## src/rtl/mem_overlay_pkg.sv

```systemverilog
package mem_overlay_pkg;
  // one-hot read source, latched on the address phase
  typedef enum logic [2:0] {
    SRC_NONE = 3'b000,
    SRC_ROM  = 3'b001,
    SRC_RAM  = 3'b010,
    SRC_REG  = 3'b100
  } src_e;
endpackage

```

## src/rtl/ovl_addr_map.sv

```systemverilog
module ovl_addr_map #(
  parameter int          AW           = 16,
  parameter logic [15:0] ROM_LO       = 16'h8000,
  parameter logic [15:0] WIN_LO       = 16'hFD00,
  parameter logic [15:0] WIN_HI       = 16'hFF3F,
  parameter logic [15:0] VIS_ON_ADDR  = 16'hFF3E,
  parameter logic [15:0] VIS_OFF_ADDR = 16'hFF3F
) (
  input  logic [AW-1:0] addr_i,
  output logic          in_win_o,
  output logic          in_ovl_o,
  output logic          hit_on_o,
  output logic          hit_off_o
);
  localparam logic [AW-1:0] RomLo = AW'(ROM_LO);
  localparam logic [AW-1:0] WinLo = AW'(WIN_LO);
  localparam logic [AW-1:0] WinHi = AW'(WIN_HI);

  always_comb begin
    in_win_o  = (addr_i >= WinLo) && (addr_i <= WinHi);
    in_ovl_o  = (addr_i >= RomLo) && !in_win_o;
    hit_on_o  = addr_i == AW'(VIS_ON_ADDR);
    hit_off_o = addr_i == AW'(VIS_OFF_ADDR);
  end
endmodule

```

## src/rtl/ovl_vis_ctrl.sv

```systemverilog
module ovl_vis_ctrl #(
  parameter bit VIS_RST = 1'b1
) (
  input  logic clk_i,
  input  logic rst_ni,
  input  logic set_i,
  input  logic clr_i,
  output logic vis_o
);
  always_ff @(posedge clk_i or negedge rst_ni) begin
    if (!rst_ni)    vis_o <= VIS_RST;
    else if (set_i) vis_o <= 1'b1;
    else if (clr_i) vis_o <= 1'b0;
  end


  vis_set_chk: assert property (@(posedge clk_i) disable iff (!rst_ni)
    set_i |=> vis_o);

  vis_clr_chk: assert property (@(posedge clk_i) disable iff (!rst_ni)
    (clr_i && !set_i) |=> !vis_o);
endmodule

```

## src/rtl/ovl_rd_path.sv

```systemverilog
module ovl_rd_path
  import mem_overlay_pkg::*;
#(
  parameter int DW = 8
) (
  input  logic          clk_i,
  input  logic          rst_ni,
  input  logic          rd_i,
  input  logic          in_win_i,
  input  logic          in_ovl_i,
  input  logic          vis_i,
  input  logic [DW-1:0] rom_rdata_i,
  input  logic [DW-1:0] ram_rdata_i,
  input  logic [DW-1:0] reg_rdata_i,
  output logic [DW-1:0] rdata_o
);
  src_e src_d, src_q;

  always_comb begin
    src_d = SRC_NONE;
    if (rd_i) begin
      if (in_win_i)                src_d = SRC_REG;
      else if (in_ovl_i && vis_i)  src_d = SRC_ROM;
      else                         src_d = SRC_RAM;
    end
  end

  always_ff @(posedge clk_i or negedge rst_ni) begin
    if (!rst_ni) src_q <= SRC_NONE;
    else         src_q <= src_d;
  end

  always_comb begin
    unique case (src_q)
      SRC_ROM: rdata_o = rom_rdata_i;
      SRC_RAM: rdata_o = ram_rdata_i;
      SRC_REG: rdata_o = reg_rdata_i;
      default: rdata_o = '0;
    endcase
  end


  src_onehot_chk: assert property (@(posedge clk_i) disable iff (!rst_ni)
    $onehot0(src_q));

  reg_route_chk: assert property (@(posedge clk_i) disable iff (!rst_ni)
    (rd_i && in_win_i) |=> (rdata_o == reg_rdata_i));

  idle_zero_chk: assert property (@(posedge clk_i) disable iff (!rst_ni)
    !rd_i |=> (rdata_o == '0));
endmodule

```

## src/rtl/mem_overlay_dec.sv

```systemverilog
module mem_overlay_dec
  import mem_overlay_pkg::*;
#(
  parameter int          AW           = 16,
  parameter int          DW           = 8,
  parameter logic [15:0] ROM_LO       = 16'h8000,
  parameter logic [15:0] WIN_LO       = 16'hFD00,
  parameter logic [15:0] WIN_HI       = 16'hFF3F,
  parameter logic [15:0] VIS_ON_ADDR  = 16'hFF3E,
  parameter logic [15:0] VIS_OFF_ADDR = 16'hFF3F
) (
  input  logic          clk_i,
  input  logic          rst_ni,
  input  logic          valid_i,
  input  logic          we_i,
  input  logic [AW-1:0] addr_i,
  input  logic [DW-1:0] rom_rdata_i,
  input  logic [DW-1:0] ram_rdata_i,
  input  logic [DW-1:0] reg_rdata_i,
  output logic          ram_we_o,
  output logic          reg_sel_o,
  output logic [DW-1:0] rdata_o
);
  localparam logic [AW-1:0] WinLo = AW'(WIN_LO);
  localparam logic [AW-1:0] WinHi = AW'(WIN_HI);
  localparam logic [AW-1:0] RomLo = AW'(ROM_LO);

  logic in_win, in_ovl, hit_on, hit_off, vis;
  logic wr, rd;

  assign wr = valid_i && we_i;
  assign rd = valid_i && !we_i;

  ovl_addr_map #(
    .AW(AW), .ROM_LO(ROM_LO), .WIN_LO(WIN_LO), .WIN_HI(WIN_HI),
    .VIS_ON_ADDR(VIS_ON_ADDR), .VIS_OFF_ADDR(VIS_OFF_ADDR)
  ) u_map (
    .addr_i   (addr_i),
    .in_win_o (in_win),
    .in_ovl_o (in_ovl),
    .hit_on_o (hit_on),
    .hit_off_o(hit_off)
  );

  ovl_vis_ctrl #(.VIS_RST(1'b1)) u_vis (
    .clk_i (clk_i),
    .rst_ni(rst_ni),
    .set_i (wr && hit_on),
    .clr_i (wr && hit_off),
    .vis_o (vis)
  );

  ovl_rd_path #(.DW(DW)) u_rd (
    .clk_i      (clk_i),
    .rst_ni     (rst_ni),
    .rd_i       (rd),
    .in_win_i   (in_win),
    .in_ovl_i   (in_ovl),
    .vis_i      (vis),
    .rom_rdata_i(rom_rdata_i),
    .ram_rdata_i(ram_rdata_i),
    .reg_rdata_i(reg_rdata_i),
    .rdata_o    (rdata_o)
  );

  // writes fall through to RAM regardless of ROM visibility
  assign ram_we_o  = wr && !in_win;
  assign reg_sel_o = valid_i && in_win;


  wr_fallthru_chk: assert property (@(posedge clk_i) disable iff (!rst_ni)
    (valid_i && we_i && ((addr_i < WinLo) || (addr_i > WinHi))) |-> ram_we_o);

  win_no_ram_chk: assert property (@(posedge clk_i) disable iff (!rst_ni)
    ((addr_i >= WinLo) && (addr_i <= WinHi)) |-> !ram_we_o);

  sel_excl_chk: assert property (@(posedge clk_i) disable iff (!rst_ni)
    !(ram_we_o && reg_sel_o));

  low_ram_chk: assert property (@(posedge clk_i) disable iff (!rst_ni)
    (valid_i && !we_i && (addr_i < RomLo)) |=> (rdata_o == ram_rdata_i));
endmodule

```

## config.mk

```make
export PLATFORM = sky130hd
export DESIGN_NAME = mem_overlay_dec
export DESIGN_NICKNAME = d
export VERILOG_FILES = /design/src/rtl/mem_overlay_pkg.sv /design/src/rtl/ovl_addr_map.sv /design/src/rtl/ovl_vis_ctrl.sv /design/src/rtl/ovl_rd_path.sv /design/src/rtl/mem_overlay_dec.sv
export SDC_FILE = /design/constraint.sdc
export NUM_CORES = 1
export LEC_CHECK = 0
export BUFFER_PORTS_ARGS = -buffer_cell sky130_fd_sc_hd__buf_2
export CAP_MARGIN = 40
export CORE_MARGIN = 2
export CORE_UTILIZATION = 38
export CTS_CLUSTER_SIZE = 40
export DETAILED_ROUTE_END_ITERATION = 12
export PLACE_DENSITY = 0.84
export SYNTH_ARGS = -nofsm -noshare
export SYNTH_HDL_FRONTEND = slang
export SYNTH_HIERARCHICAL = 1
export SYNTH_SLANG_ARGS = --single-unit
```

## constraint.sdc

```tcl
create_clock -name clk_i -period 1.95 [get_ports clk_i]
set_input_delay 0.39 -clock clk_i [delete_from_list [all_inputs] [get_ports clk_i]]
set_output_delay 0.39 -clock clk_i [all_outputs]
set_load 0.01 [all_outputs]
```

======== After elaboration in Yosys (flattened, before gate mapping) ========
Index checks and enable logic that the tools add are counted.
operators by class
  mux-type cells .......................... 6
  magnitude comparators ................... 3
  eq/ne operators ......................... 5
  reduce and logical (&&, ||, !) cells .... 12
operators by type and width
  kind                    count
  $eq A16 B16 Y1 const B  2
  $ge A16 B16 Y1 const B  2
  $pmux W8 S3             1
  $le A16 B16 Y1 const B  1
  $logic_and A1 B1 Y1     9
  $mux W3                 2
  $eq A3 B1 Y1 const B    1
  $eq A3 B2 Y1 const B    1
  $eq A3 B3 Y1 const B    1
  $logic_not A1 Y1        2
  $mux W1                 2
  $mux W2                 1
  $reduce_bool A2 Y1      1
storage, ports and cells
  word-level logic and storage cells ...... 28
  output and inout port bits .............. 10
  input port bits ......................... 44
  flip-flop bits (word level) ............. 4

======== Longest topological paths before layout ========
Gate-level depths: netlist (run 1).
  depth in word-level cells ............... 8
  mapped depth ............................ 6
  gate-level depth less buffers ........... 6

======== By module ========
Netlist (run 1), hierarchy kept.
modules (own cells, without submodules)
  module           instances  cells an instance  area each (µm²)
  ovl_rd_path      1          36                 400.4
  ovl_addr_map     1          11                 82.6
  ovl_vis_ctrl     1          3                  37.5
  mem_overlay_dec  1          5                  33.8

======== Least setup slack after synthesis (run 1) ========
Ideal clock, no wire load.
  kind .................................... input port to output port
  from .................................... in addr_i[7]
  to ...................................... out ram_we_o
  slack ................................... 0.451 ns
  data arrival time ....................... 1.109 ns
  cell stages on the path ................. 3
  data required time ...................... 1.560 ns
  path through ............................ o211a_1 -> nor3_1 -> and3b_1
on the way
  longest elaborated chain between the ends .. 4
RTL lines
  element                                           line                   RTL
  start, declared                                   mem_overlay_dec.sv:16  input logic [AW-1:0] addr_i,
  $ge A16 B16 Y1 or $le A16 B16 Y1 (tied branches)  ovl_addr_map.sv:20     in_win_o = (addr_i >= WinLo) && (addr_i <= WinHi);
  $logic_and A1 B1 Y1 (*)                           ovl_addr_map.sv:20
  net in_win                                        mem_overlay_dec.sv:28  logic in_win, in_ovl, hit_on, hit_off, vis;
  $logic_not A1 Y1 (*)                              mem_overlay_dec.sv:67  assign ram_we_o = wr && !in_win;
  $logic_and A1 B1 Y1 (*)                           mem_overlay_dec.sv:67
  end, declared                                     mem_overlay_dec.sv:20  output logic ram_we_o,
Mark *: on every way through the listed nets, which the timed path passes. The rest lies on a longest branch.

======== Worst setup path after layout (run 1) ========
  from .................................... reg u_rd.src_q[2]
  to ...................................... out rdata_o[4]
on the way
  longest elaborated chain between the ends .. 2
RTL lines
  element                               line                   RTL
  start, declared                       ovl_rd_path.sv:17      src_e src_d, src_q;
  start signal, assigned                ovl_rd_path.sv:30      else src_q <= src_d;
  $eq A3 B3 Y1 (tied with other cells)  ovl_rd_path.sv:34      unique case (src_q)
  $pmux W8 S3 (*)                       ovl_rd_path.sv:34
  end, declared                         mem_overlay_dec.sv:22  output logic [DW-1:0] rdata_o
Mark *: on every way between the ends. The rest lies on a longest branch, timed or not.

==> results.json, run 1 <==
{
  "ys_types": 25,
  "yosys.area_share.adder_pct": 0,
  "reg2reg_depth": 2,
  "cts_tree": "yes",
  "slew_headroom_pct": 77.0,
  "vias": 684,
  "overflow": 0,
  "setup_viol": 0,
  "ir_drop_mv": 0.277,
  "synth_area_um2": 554,
  "cts-buffers-inserted": 3,
  "synth_top_family_by_area": "simple AND/OR/NAND/NOR gates",
  "fmax_mhz": 550,
  "drt_iter0_drc": 3,
  "avgSynthCellArea_um2": 10.1,
  "tightest_slew_ns": 0.340,
  "top_usage_layer": "met2",
  "syn2layout_area_growth_pct": 55.1,
  "gr-usage-met2_pct": 28.9,
  "grt_max_degree": 18,
  "die_area_um2": 1780,
  "via_per_inst": 5.43,
  "gp_congestion": 0.709,
  "final.period_utilization_pct": 93.2,
  "slowest_stage": "dfrtp_2",
  "met3_usage_pct": 3.45,
  "ys_ff_latch": 4,
  "clock_latency_ns": 0.24,
  "grt_pass1_vias": 574,
  "track_usage_pct": 16.3,
  "critical_path_class": "flop to primary output",
  "rows": 13,
  "synth_compound_area_share_pct": 18.1,
  "core_area_um2": 1330,
  "holdWs_ns": 0.461,
  "layout_min_cycle_time_ns": 1.82,
  "ant_nets": 0,
  "hold_class": "primary input to flop",
  "p_per_area_nw_per_um2": 331,
  "grt_pass1_wl_um": 2280,
  "die_x_um": 42.2,
  "port_buffers": 53,
  "finClkSkew_ns": 0.0112,
  "power_mw": 0.284,
  "slew_viol_final": 0,
  "die_y_um": 42.2,
  "final_net_count": 156,
  "synth-edff-count": 0,
  "drc_errors": 0,
  "leakage_nw": 0.523,
  "drv_cap": 0,
  "drive_gt1_share_pct": 56.8,
  "crit_fanout": 17,
  "antenna_found_initial": 0,
  "cts.sink_count": 4,
  "hpwl_um": 1160,
  "netlist_instances": 55,
  "met1_usage_pct": 18.2,
  "hold_depth": 4,
  "startpoint_type": "flop",
  "path_cells": "nor3b_4, a211o_1, buf_2",
  "syn-num-nets": 99,
  "initial_core_util_pct": 41.6,
  "htree_levels": 1,
  "synth-simple-area-share_pct": 58.2,
  "synthFlopType": "dfrtp_1",
  "totalWireLength_um": 1440,
  "critPathRequiredTime_ns": 1.56,
  "cp_data_arrival_time_ns": 1.43,
  "ys.warnings.count": 6,
  "cts_buffer_depth": 2,
  "fin_setup_tns_ns": 0,
  "cp-end-kind": "primary output",
  "drt_first_pass_iters": 3,
  "cp_slowest_stage_delay_ns": 0.50,
  "cts_root_buf": "clkbuf_4",
  "rsz0062_at_grt": "no",
  "synth-xor-area-share_pct": 0,
  "clk_pin_slew_ns": 0.04,
  "antenna_cells": 0,
  "post-route-util_pct": 64.4,
  "synthMuxAreaShare_pct": 0,
  "yosysSeqAreaShare_pct": 18.3,
  "synthArstFlopShare_pct": 100,
  "hold_viol_final": 0,
  "post_drt_wl_per_cell_um": 11.4,
  "ios": 54,
  "outcome": "finished, final reports clean"
}
metal layers:
layer | vias to the layer above | routed length (um)
li1 | 346 | -
met1 | 292 | 549
met2 | 44 | 685
met3 | 2 | 195
met4 | 0 | 10
met5 | - | 0
repair_timing:
| action | in CTS | in global routing |
|---|---|---|
| setup endpoints to repair | 6 | 8 |
| hold endpoints to repair | 3 | 0 |
| resized for setup | 1 | 2 |
| gates cloned | 0 | 0 |
| pin swaps | 0 | 1 |
| hold buffers | 1 | 0 |
| setup buffers | 0 | 0 |
kinds of logic (layout without fill, tap and decap cells):
logic type | after synthesis | count (layout)
AOI/OAI and AO/OA | 12 | 12
buffers and inverters | 4 | 60
DFF | 4 | 4
and+or+nand+nor | 35 | 35
worst paths after layout:
path | slack (ns) | start | to
hold reg to reg | 0.50 | u_vis/vis_o | u_rd/src_q[0]
min in group asynchronous | 0.49 | rst_ni | u_rd/src_q[1]
max in group asynchronous | 1.25 | rst_ni | u_vis/vis_o
setup reg to reg | 1.18 | u_vis/vis_o | u_rd/src_q[0]
hold / removal | 0.46 | we_i | u_rd/src_q[1]
setup / recovery | 0.13 | u_rd/src_q[2] | rdata_o[4]
placed cells by master (no fill, tap or decap), types with 2 or more instances in the layout:
| cell type | instances |
|---|---|
| and2_1 | 3 |
| dfrtp_2 | 3 |
| nor4bb_1 | 6 |
| clkbuf_4 | 3 |
| buf_2 | 53 |
| nor2b_1 | 3 |
| nand4_1 | 2 |
| a211o_1 | 8 |
| and3_1 | 2 |
| and4bb_1 | 10 |
per-stage QoR:
step / setup slack (ns) / cells / cell area (um2)
after floorplan: 0.451 / 55 / 554
after global placement: 0.248 / 121 / 820
after detailed placement: 0.190 / 121 / 820
after CTS: 0.0200 / 126 / 857
after global routing: 0.0423 / 126 / 860
final: 0.133 / 126 / 860
power breakdown:
part / internal [mW] / switching, mW / leakage (nW)
clock network: 0.0768 / 0.0348 / 0.0150
logic: 0.0536 / 0.0298 / 0.461
registers: 0.0848 / 0.00447 / 0.0465
total: 0.215 / 0.0691 / 0.523
cell type report:
class	instances	area (um2)
inverter	1	3.75
sequential	4	105
tap	15	18.8
clock buffer	4	26.3
timing repair buffer	55	283
fill	125	474
multi-input combinational	47	423
state kept, by name, indices dropped and copies added, names as in the netlist:
register	flops
u_rd/src_q	3
u_vis/vis_o	1
cell usage after synthesis (2+ instances only):
library cell	count	share of area, %
nor4bb_1	6	11
and3_1	2	2.3
nor2b_1	3	3.4
and4bb_1	10	23
a211o_1	8	13
buf_4	2	2.7
and2_1	3	3.4
dfrtp_1	3	14
nand4_1	2	2.3
worst max-delay path: cells and delay by family (launching register included):
family | cells | cell delay, ns
flip-flops | 1 | 0.50
AND/OR/NAND/NOR | 1 | 0.39
AO/OA/AOI/OAI | 1 | 0.18
buffers and inverters | 1 | 0.12
No activity file was read; power rests on OpenSTA's default activity.
==> inputs of run 2 (changes only) <==
--- a/config.mk
+++ b/config.mk
@@ -13,3 +13,3 @@
 export DETAILED_ROUTE_END_ITERATION = 12
-export PLACE_DENSITY = 0.84
+export PLACE_DENSITY_LB_ADDON = 0.05
 export SYNTH_ARGS = -nofsm -noshare
==> constraint.sdc (replaced) <==
create_clock -name clk_i -period 1.95 [get_ports clk_i]
set_input_delay 0.0975 -clock clk_i [delete_from_list [all_inputs] [get_ports clk_i]]
set_output_delay 0.0975 -clock clk_i [all_outputs]
set_load 0.01 [all_outputs]
==> run 2 against run 1 <==
- clock skew fell by 0.0026 ns
- sequential share of layout area fell by 0.28 points
- via count stayed put
- flip-flop and latch count did not move
- final cell count fell by 0.79%
- non-clock buffer count down 1
- final area shrank 1.3%
==> results.json, run 2 (synthesis results as in run 1) <==
{
  "outcome": "finished, final reports clean",
  "gp_congestion": 0.685,
  "fmax_mhz": 602,
  "register_area_um2": 101,
  "cts_tree": "yes",
  "htree_levels": 1,
  "core_area_um2": 1330,
  "crit_family": "flip-flops",
  "path_cells": "nor3b_4, a211o_1, buf_2",
  "critical_path_class": "flop to primary output",
  "cp_data_arrival_time_ns": 1.56,
  "slew_headroom_pct": 70.0,
  "drv_cap": 0,
  "p_per_area_nw_per_um2": 337,
  "die_y_um": 42.2,
  "top_register": "u_rd/src_q",
  "rows": 13,
  "grt_pass1_vias": 605,
  "fill_cells": 130,
  "critPathRequiredTime_ns": 1.85,
  "crit_fanout": 17,
  "drive_gt1_share_pct": 53.6,
  "cts.sink_count": 4,
  "cts_setup_buffers": 0,
  "rsz0062_at_grt": "no",
  "ir_drop_mv": 0.193,
  "hold_class": "primary input to flop",
  "antenna_cells": 0,
  "final.period_utilization_pct": 85.2,
  "post_drt_wl_per_cell_um": 11.9,
  "final_net_count": 155,
  "top_regs": "u_rd/src_q: 3 flops, u_vis/vis_o: 1 flops",
  "via_per_inst": 5.47,
  "clk_pin_slew_ns": 0.04,
  "ant_nets": 0,
  "stdcell_count": 125,
  "cts-buffers-inserted": 3,
  "switching_share_pct": 24.8,
  "p_int_mw": 0.215,
  "final_area_um2": 848,
  "hold_viol_final": 0,
  "ios": 54,
  "net-switching-power_mw": 0.0707,
  "fin_setup_tns_ns": 0,
  "drt_first_pass_iters": 4,
  "vias": 684,
  "finClkSkew_ns": 0.00862,
  "path_buf_inv": 1,
  "totalWireLength_um": 1490,
  "layout_min_cycle_time_ns": 1.66,
  "die_x_um": 42.2,
  "grt_max_degree": 18,
  "final_cell_mix": "53 x buf_2, 10 x and4bb_1, 8 x a211o_1, 6 x nor4bb_1",
  "leakage_nw": 0.522,
  "syn2layout_area_growth_pct": 53.0,
  "port_buffers": 53,
  "die_area_um2": 1780,
  "cts_root_buf": "clkbuf_4",
  "startpoint_type": "flop",
  "track_usage_pct": 16.8,
  "drc_errors": 0,
  "overflow": 0,
  "multi_input_area_um2": 423,
  "power_mw": 0.286,
  "tightest_slew_ns": 0.450,
  "sequentialPowerShare_pct": 31.2,
  "hpwl_um": 1240,
  "place_inst": 120,
  "placed_area_um2": 812,
  "final_common_cell": "buf_2",
  "p_clk_share_pct": 39.3,
  "setup_viol": 0,
  "cp_slowest_stage_delay_ns": 0.58,
  "largest_register_ffs": 3,
  "slowest_stage": "dfrtp_1",
  "cts_buffer_depth": 2,
  "initial_core_util_pct": 41.6,
  "drt_iter0_drc": 2,
  "clock_latency_ns": 0.24,
  "slew_viol_final": 0,
  "grt_pass1_wl_um": 2380,
  "combPwrFrac_pct": 29.5,
  "cp-end-kind": "primary output",
  "antenna_found_initial": 0
}
run 2: layout make-up:
type | instances | area share [%]
Multi-Input combinational cell | 47 | 49.9
Timing Repair Buffer | 54 | 32.4
Sequential cell | 4 | 11.9
Clock buffer | 4 | 3.10
Tap cell | 15 | 2.21
Inverter | 1 | 0.442
run 2: path summary, 6_finish.rpt:
check | startpoint | endpoint | slack [ns] | depth (start not counted)
min in group asynchronous | rst_ni | u_rd/src_q[0] | 0.21 | 2
max reg2reg | u_vis/vis_o | u_rd/src_q[0] | 1.22 | 2
max in group asynchronous | rst_ni | u_vis/vis_o | 1.53 | 2
min reg2reg | u_vis/vis_o | u_rd/src_q[0] | 0.49 | 2
max | u_rd/src_q[0] | rdata_o[5] | 0.29 | 3
min | we_i | u_rd/src_q[0] | 0.17 | 4
run 2: power by group through the flow:
stage	clock, mW	combinational [mW]	sequential, mW
3_5_place_dp	0	0.0834	0.0902
2_1_floorplan	0	0.0310	0.0876
6_report	0.112	0.0843	0.0892
5_1_grt	0.131	0.0932	0.0898
4_1_cts	0.117	0.0852	0.0891
3_3_place_gp	0	0.0818	0.0900
run 2: per-stage QoR:
step | util [%] | hold slack, ns | setup WS (ns)
global placement | 60.9 | -0.0966 | 0.573
detailed placement | 60.9 | -0.0923 | 0.558
floorplan | - | -0.198 | 0.772
finish | 63.6 | 0.166 | 0.289
CTS | 63.6 | 0.164 | 0.290
global route | 63.6 | 0.199 | 0.177
run 2: per-layer routing:
metal,vias to the layer above,track usage (%),routed length (um)
li1,343,-,-
met1,311,18.7,615
met2,30,30.2,731
met3,0,4.74,141
met4,0,5.63,0
met5,-,0,0
run 2: worst min-delay path, cell delays in order:
cell      delay, ns
buf_2          0.10
nor2b_1        0.05
nand2b_1       0.08
nor2_1         0.04
run 2: repair_timing:
item | in CTS | in global routing
endpoints found under the setup margin | 0 | 0
resized for setup | 0 | 0
hold buffers | 1 | 0
endpoints found under the hold margin | 4 | 0
==> inputs of run 3 (changes only) <==
Settings changed: CORE_UTILIZATION 38 to 39, CTS_BUF_LIST from default to sky130_fd_sc_hd__clkbuf_8, SETUP_SLACK_MARGIN from default to 0.2.
==> run 3 against run 2 <==
- sequential power hardly changed
- largest cell class unchanged
- largest power group unchanged
- via count is 3.1% lower
- first-iteration DRC count grew to 2.5 times the previous value
- register-to-register slack worse by 0.04 ns
- utilization is 2.2 points higher
- maximum frequency is 1.5% higher
- clock skew is 0.0030 ns lower
- sequential share of layout area is 0.26 points lower
- non-clock buffer count stayed put
- critical path depth stayed put
==> results.json, run 3 (synthesis results as in run 1) <==
{
  "final_cell_mix": "53 x buf_2, 10 x and4bb_1, 8 x a211o_1, 6 x nor4bb_1",
  "grt_pass1_wl_um": 2580,
  "finClkSkew_ns": 0.00562,
  "die_x_um": 41.7,
  "antenna_cells": 0,
  "layout_min_cycle_time_ns": 1.64,
  "post-route-worst-setup-slack_ns": 0.314,
  "p_clk_share_pct": 50.8,
  "cts_setup_buffers": 0,
  "fill_cells": 115,
  "vias": 663,
  "combPwrFrac_pct": 23.8,
  "drive_gt1_share_pct": 53.6,
  "via_per_inst": 5.30,
  "core_area_um2": 1320,
  "clk_pin_slew_ns": 0.04,
  "die_y_um": 41.7,
  "cts_tree": "yes",
  "crit_fanout": 17,
  "port_buffers": 53,
  "grt_pass1_vias": 623,
  "overflow": 0,
  "drv_cap": 0,
  "startpoint_type": "flop",
  "holdWs_ns": 0.201,
  "path_cells": "nor3b_4, a211o_1, buf_2",
  "htree_levels": 1,
  "slew_headroom_pct": 69.5,
  "cp-end-kind": "primary output",
  "initial_core_util_pct": 42.1,
  "net-switching-power_mw": 0.0796,
  "die_area_um2": 1740,
  "drc_errors": 0,
  "grt_max_degree": 18,
  "cp_slowest_stage_delay_ns": 0.57,
  "setup_viol": 0,
  "hold_class": "primary input to flop",
  "slew_viol_final": 0,
  "leakage_nw": 0.534,
  "rsz0062_at_grt": "no",
  "ios": 54,
  "final_common_cell": "buf_2",
  "tightest_slew_ns": 0.458,
  "cts.repair.resized": 0,
  "switching_share_pct": 22.6,
  "syn2layout_area_growth_pct": 56.4,
  "hpwl_um": 1220,
  "cts.sink_count": 4,
  "post_drt_wl_per_cell_um": 12.2,
  "fin_setup_tns_ns": 0,
  "clock_latency_ns": 0.22,
  "critPathRequiredTime_ns": 1.85,
  "ant_nets": 0,
  "top_regs": "u_rd/src_q: 3 flops, u_vis/vis_o: 1 flops",
  "outcome": "finished, final reports clean",
  "cts_buffer_depth": 2,
  "cts-buffers-inserted": 3,
  "totalWireLength_um": 1530,
  "rows": 13,
  "slowest_stage": "dfrtp_1",
  "preCtsSetupSlack_ns": 0.547,
  "track_usage_pct": 19.2,
  "top_register": "u_rd/src_q",
  "fmax_mhz": 611,
  "multi_input_area_um2": 423,
  "critical_path_class": "flop to primary output",
  "largest_register_ffs": 3,
  "drt_first_pass_iters": 4,
  "p_int_mw": 0.273,
  "ir_drop_mv": 0.306,
  "p_per_area_nw_per_um2": 406,
  "final.period_utilization_pct": 83.9,
  "final_net_count": 155,
  "register_area_um2": 101,
  "hold_viol_final": 0,
  "gp_congestion": 0.685,
  "drt_iter0_drc": 5,
  "antenna_found_initial": 0,
  "cp_data_arrival_time_ns": 1.54,
  "cts_root_buf": "clkbuf_8",
  "sequentialPowerShare_pct": 25.4
}
==> run 3: path summary, 6_finish.rpt <==
path / slack (ns) / from / to / depth (start not counted)
min reg2reg: 0.50 / u_vis/vis_o / u_rd/src_q[0] / 2
min in group asynchronous: 0.24 / rst_ni / u_rd/src_q[0] / 2
max reg2reg: 1.18 / u_vis/vis_o / u_rd/src_q[0] / 2
min: 0.20 / we_i / u_rd/src_q[0] / 4
max: 0.31 / u_rd/src_q[0] / rdata_o[1] / 3
max in group asynchronous: 1.50 / rst_ni / u_vis/vis_o / 2
==> run 3: metal layers <==
layer / part of all wire (%) / up-vias / global-route usage (%)
met2: 53 / 22 / 34.4
met5: 0 / - / 0
met4: 0.52 / 0 / 9.68
li1: - / 343 / -
met3: 6.1 / 2 / 3.04
met1: 41 / 296 / 21.7
==> run 3: stage by stage <==
step / cell area, um2 / utilization, % / power (mW) / instances
6_report: 867 / 65.8 / 0.352 / 125
5_1_grt: 867 / 65.8 / 0.382 / 125
4_1_cts: 867 / 65.8 / 0.356 / 125
3_5_place_dp: 812 / 61.6 / 0.173 / 120
3_3_place_gp: 812 / 61.6 / 0.171 / 120
2_1_floorplan: 554 / - / 0.119 / 55
==> run 3: layout make-up <==
cell class	instances	area share (%)
Clock buffer	3	4.76
Clock inverter	1	0.433
Inverter	1	0.433
Multi-Input combinational cell	47	48.8
Sequential cell	4	11.7
Tap cell	15	2.16
Timing Repair Buffer	54	31.7
==> run 3: repair_timing <==
item | 4_1_cts | 5_1_grt
endpoints found under the setup margin | 0 | 0
hold endpoints to repair | 4 | 0
hold buffers | 1 | 0
==> run 3: worst max-delay path, delay by kind of cell, from the launching register on <==
family | cells | cell delay (ns)
buffers and inverters | 1 | 0.13
flip-flops | 1 | 0.57
AO/OA/AOI/OAI | 1 | 0.19
AND/OR/NAND/NOR | 1 | 0.43
==> run 3: power groups by stage <==
stage / Clock, mW / Sequential [mW] / Combinational (mW)
CTS: 0.183 / 0.0891 / 0.0844
detailed placement: 0 / 0.0900 / 0.0826
finish: 0.179 / 0.0894 / 0.0838
global placement: 0 / 0.0899 / 0.0811
floorplan: 0 / 0.0876 / 0.0310
global route: 0.198 / 0.0895 / 0.0940
